--- src/rtl/mc_addr_composer.sv ---
module mc_addr_composer (
  input  logic [2:0] cpu_hi,
  input  logic [3:0] ppu_hi,
  input  logic [4:0] mmc_prg,
  input  logic [7:0] mmc_chr,
  input  logic [3:0] prg_outer,
  input  logic       prg_a17_bit,
  input  logic       prg_a17_sel,
  input  logic [2:0] chr_outer,
  input  logic       chr_a17_sel,
  input  logic [3:0] chr_inner,
  input  logic [1:0] prg_mode,
  input  logic       chr_fixed,
  input  logic       pad_sel,
  input  logic [1:0] pad_val,
  input  logic [7:0] rom_data,
  output logic       core_cpu_a13,
  output logic       core_cpu_a14,
  output logic [8:0] prg_addr,
  output logic [9:0] chr_addr,
  output logic       prg_ce,
  output logic       chr_ce,
  output logic [7:0] cpu_dout
);
  logic fixed_prg, wide_prg, win;

  assign fixed_prg = prg_mode != 2'd0;
  assign wide_prg  = prg_mode == 2'd3;
  assign win       = cpu_hi[2];

  assign core_cpu_a13 = fixed_prg ? 1'b0 : cpu_hi[0];
  assign core_cpu_a14 = fixed_prg ? 1'b0 : cpu_hi[1];

  assign prg_addr[8:5] = prg_outer;
  assign prg_addr[4]   = prg_a17_sel ? prg_a17_bit : mmc_prg[4];
  assign prg_addr[3:2] = mmc_prg[3:2];
  assign prg_addr[1]   = wide_prg ? cpu_hi[1] : mmc_prg[1];
  assign prg_addr[0]   = fixed_prg ? cpu_hi[0] : mmc_prg[0];

  assign chr_addr[9:8] = chr_outer[2:1];
  assign chr_addr[7]   = chr_a17_sel ? chr_outer[0] : mmc_chr[7];
  assign chr_addr[6:0] = chr_fixed ? {chr_inner, ppu_hi[2:0]} : mmc_chr[6:0];

  assign prg_ce = win;
  assign chr_ce = ~ppu_hi[3];

  assign cpu_dout = (pad_sel && win) ? {6'b0, pad_val} : rom_data;
endmodule

--- config.mk ---
export PLATFORM = sky130hd
export DESIGN_NAME = mc_addr_composer
export DESIGN_NICKNAME = d
export VERILOG_FILES = /design/src/rtl/mc_addr_composer.sv
export SDC_FILE = /design/constraint.sdc
export NUM_CORES = 1
export LEC_CHECK = 0
export CAP_MARGIN = 0
export CORE_ASPECT_RATIO = 0.9
export CORE_MARGIN = 3
export CORE_UTILIZATION = 17
export DETAILED_ROUTE_END_ITERATION = 6
export PLACE_DENSITY = 0.82
export SETUP_SLACK_MARGIN = 0.02
export SYNTH_ARGS = -nofsm -noshare
export SYNTH_HDL_FRONTEND = slang
export SYNTH_SLANG_ARGS = --single-unit
--- constraint.sdc ---
create_clock -name vclk -period 1.57
set_input_delay 0.471 -clock vclk [all_inputs]
set_output_delay 0.471 -clock vclk [all_outputs]
set_load 0.01 [all_outputs]
; ---- Word level (Yosys, flattened, before mapping)
; Index checks and enable logic that the tools add are counted.
[totals]
register_bits = 0
latchBits = 0
ram_bits = 0
rom_bits = 0
input_bits = 48
output_inout_bits = 31
elab_cells = 12
memories = 0
[op_classes]
n_addsub = 0
mul = 0
div = 0
magnitude_cmp = 0
n_eq_ne = 1
shifts = 0
n_mux = 8
n_bitwise = 1
n_reduce_logical = 2
[op_table]
columns = operator, n
row1 = $mux 8, 1
row2 = $mux 7, 1
row3 = $mux 1, 6
row4 = $eq 2x2->1 const B, 1
row5 = $reduce_bool 2->1, 1
row6 = $logic_and 1x1->1, 1
row7 = $not 1->1, 1

; ---- Longest topological paths before layout
[logic_depth]
depth_word = 2
ltp_mapped = 2

; ---- Worst setup path before layout
; No wires, ideal clock.
[synth_timing]
kind = input port to output port
from = in prg_mode[1]
to = out prg_addr[0]
t_arrival_ps = 974
slack_ps = 125
stages = 2
n_path_buf = 0
path_cell_list = nor2_1 mux2_2
[synth_between]
elab_chain_len = 2
[synth_lines]
columns = item, line_no
row1 = "start, declared", 12  ; input logic [1:0] prg_mode,
row2 = $reduce_bool 2->1, 27  ; assign fixed_prg = prg_mode != 2'd0;
row3 = $mux 1, 38  ; assign prg_addr[0] = fixed_prg ? cpu_hi[0] : mmc_prg[0];
row4 = "end, declared", 19  ; output logic [8:0] prg_addr,
; Every way passes these cells.

; ---- Worst setup path in the final report
[layout_timing]
from = in prg_mode[0]
to = out prg_addr[0]
; The elaborated chain is that of the path after synthesis.

==> run summary <==
OUTCOME
--------------------------------------------------------------------------
Status ...................................................... complete, but fails checks
Violated checks ............................................. negative setup slack

RUN
--------------------------------------------------------------------------
Max Cap Violations ..........................................            0

CLOCK NETWORK
--------------------------------------------------------------------------
Hold Buf Count CTS ..........................................            0

GLOBAL ROUTE
--------------------------------------------------------------------------
Pin count of the biggest net entering global routing ........            8
Overflow left after global routing ..........................            0
Antenna violations before repair ............................            0
Wire length of the first global-routing pass ................      1.94 mm
Number of global-route vias before repair ...................          473
Global router's overall resource usage ......................        10.1%

TIMING
--------------------------------------------------------------------------
Slew HR .....................................................        92.6%
Setup Viol. Count Final .....................................            1
Worst Setup Slack, final ....................................  -0.00953 ns
Actual slew at the worst max-slew pin .......................     0.111 ns
Setup repair after global routing missed its margin .........          yes
Final period util ...........................................         101%
Fmax ........................................................      633 MHz
Number of failing hold endpoints at the final stage .........            0
Summed negative setup slack over all endpoints ..............  -0.00953 ns
Fin. max-slew vios ..........................................            0
Post-layout minimum cycle time ..............................      1.58 ns

SYNTH
--------------------------------------------------------------------------
Area share of the largest cell type after synthesis .........        41.4%
Post-synthesis compound-gate area fraction ..................           0%
Adder and majority cell fraction of the synthesized area ....           0%
Area share of xor/xnor cells in the synthesized design ......           0%
Synthesized netlist net count ...............................           83
Unique cell type count in the Yosys netlist .................            9
Mean post-synth cell area ...................................    9.33 um^2
Multiplexer share of the synthesized area ...................        55.2%
Part of the Yosys area used for sequential elements .........           0%
Largest area contributor in the netlist ..................... sky130_fd_sc_hd__mux2_4
Largest family of logic cells by synthesized area ........... multiplexers
Total of warnings raised by yosys ...........................            0
Instance count of the mapped netlist ........................           35
Cell Area, Synth ............................................     327 um^2
Synthesized-area fraction occupied by and/or/nand/nor cells .        19.5%
Leading post-synthesis cells by instance count .............. 9 x sky130_fd_sc_hd__buf_4, 9 x sky130_fd_sc_hd__mux2_4, 8 x sky130_fd_sc_hd__and2_1, 4 x sky130_fd_sc_hd__mux2_2
Largest cells by area after synthesis ....................... sky130_fd_sc_hd__mux2_4 41%, sky130_fd_sc_hd__buf_4 21%, sky130_fd_sc_hd__and2_1 15%, sky130_fd_sc_hd__mux2_2 14%, sky130_fd_sc_hd__buf_6 3.4%

PLACED DESIGN
--------------------------------------------------------------------------
Post-DP HPWL ................................................      1.28 mm
Post-place instance area ....................................     936 um^2
Dpl ws ......................................................    -0.803 ns
Port bufs ...................................................           63
GP Congestion ...............................................        0.611

FINISH
--------------------------------------------------------------------------
Layout area overhead ........................................         189%
Core occupancy in the finished layout .......................        54.4%
Count of inserted antenna diode cells .......................            0
Proportion of layout cells with a drive suffix above 1 ......        53.8%
Clock buffers ...............................................            0
Finished layout cell area ...................................     943 um^2
Area taken by flip-flops and latches ........................       0 um^2
Seq_cells ...................................................            0
Number of nets in the final layout ..........................          141

DIE
--------------------------------------------------------------------------
CORE AREA ...................................................    1730 um^2
Starting utilization of the core area .......................        18.8%
Site Rows ...................................................           14
Die boundary width ..........................................      52.2 um
Top-level I/O count .........................................           79
Y dimension of the die ......................................      47.6 um
Area of the die .............................................    2480 um^2

DETAILED ROUTING
--------------------------------------------------------------------------
Via density per instance ....................................         3.99
Number of DRC violations after detailed routing .............            0
Routed length per instance ..................................      12.6 um
DRC marker count from the first detailed-route iteration ....            1
Overall via count from detail_route .........................          459
Pre-antenna DRT Iters .......................................            2
Post-route antenna net violation count ......................            0
Post-detailed-routing wire length ...........................      1.45 mm

WORST HOLD PATH
--------------------------------------------------------------------------
Class of the worst hold path ................................    in -> out

WORST SETUP PATH
--------------------------------------------------------------------------
Crit-path cells ............................................. buf_8 > nor2_4 > mux2_4 > buf_6
Classification of the worst setup path ......................    in -> out
Required time of the worst setup path .......................      1.10 ns
Arrival time at the worst endpoint ..........................      1.11 ns
Max FO, Critical Path .......................................            2
Largest delay share family, worst path ...................... multiplexers
Critical Path Max Stage Delay ...............................      0.31 ns
Critical Path Sink Type .....................................  output port
Critical path buffers and inverters .........................            2
Category of the worst setup path launch point ...............    input pin
Slowest cell on the critical path ........................... sky130_fd_sc_hd__mux2_4

PWR
--------------------------------------------------------------------------
Power density over the cells ................................  274 nW/um^2
Max IR drop VDD .............................................     0.109 mV
Total design power ..........................................     0.259 mW
Pleak .......................................................     0.493 nW

[cells by family (layout without fill, tap and decap cells)]
kind of cell / count (synthesis) / after routing
multiplexers: 13 / 13
buffers and inverters: 11 / 67
AND/OR/NAND/NOR: 11 / 11
[stage by stage]
stage                     hold slack (ns)  cells
after floorplan                     0.986     35
after global placement              0.942    114
after detailed placement            0.942    114
after CTS                           0.942    114
after global routing                0.942    115
final                               0.942    115
[where the power goes]
| group | internal [mW] | total [mW] | switching (mW) |
|---|---|---|---|
| sequential | 0 | 0 | 0 |
| combinational | 0.177 | 0.259 | 0.0815 |
| clock | 0 | 0 | 0 |
[worst paths after layout]
path                          end         start  cells after the start  slack, ns
worst max-delay path  prg_addr[0]   prg_mode[0]                      4      -0.01
worst min-delay path  prg_addr[6]  prg_outer[1]                      0       0.94
[layout by cell type (no fill, tap or decap)]
cell / synthesis / layout
sky130_fd_sc_hd__clkbuf_2: 0 / 2
sky130_fd_sc_hd__buf_2: 0 / 8
sky130_fd_sc_hd__buf_4: 9 / 3
sky130_fd_sc_hd__nand2_2: 1 / 1
sky130_fd_sc_hd__buf_6: 1 / 17
sky130_fd_sc_hd__dlygate4sd2_1: 0 / 10
sky130_fd_sc_hd__clkdlybuf4s15_1: 0 / 23
sky130_fd_sc_hd__mux2_4: 9 / 13
sky130_fd_sc_hd__nand2_8: 0 / 1
sky130_fd_sc_hd__nor2_4: 0 / 1
sky130_fd_sc_hd__and2_4: 0 / 1
sky130_fd_sc_hd__and2_1: 8 / 7
sky130_fd_sc_hd__dlymetal6s2s_1: 0 / 1
sky130_fd_sc_hd__inv_1: 1 / 1
sky130_fd_sc_hd__buf_8: 0 / 2
[layout make-up]
cell class	instances	area [um^2]
timing repair buffer	66	624
tap	24	30.0
inverter	1	3.75
fill	164	791
multi-input combinational	24	285
[routing by layer]
| layer | routed length (um) | global-route usage [%] |
|---|---|---|
| met1 | 397 | 8.06 |
| met2 | 848 | 24.3 |
| met3 | 200 | 3.43 |
| met4 | 0 | 0 |
| met5 | 0 | 0 |
[timing repair]
| item | 4_1_cts | 5_1_grt |
|---|---|---|
| pin swaps | 8 | 1 |
| endpoints found under the setup margin | 23 | 11 |
| resized for setup | 194 | 11 |
| buffers inserted | 1 | 1 |
(Power assumes the default switching activity.)
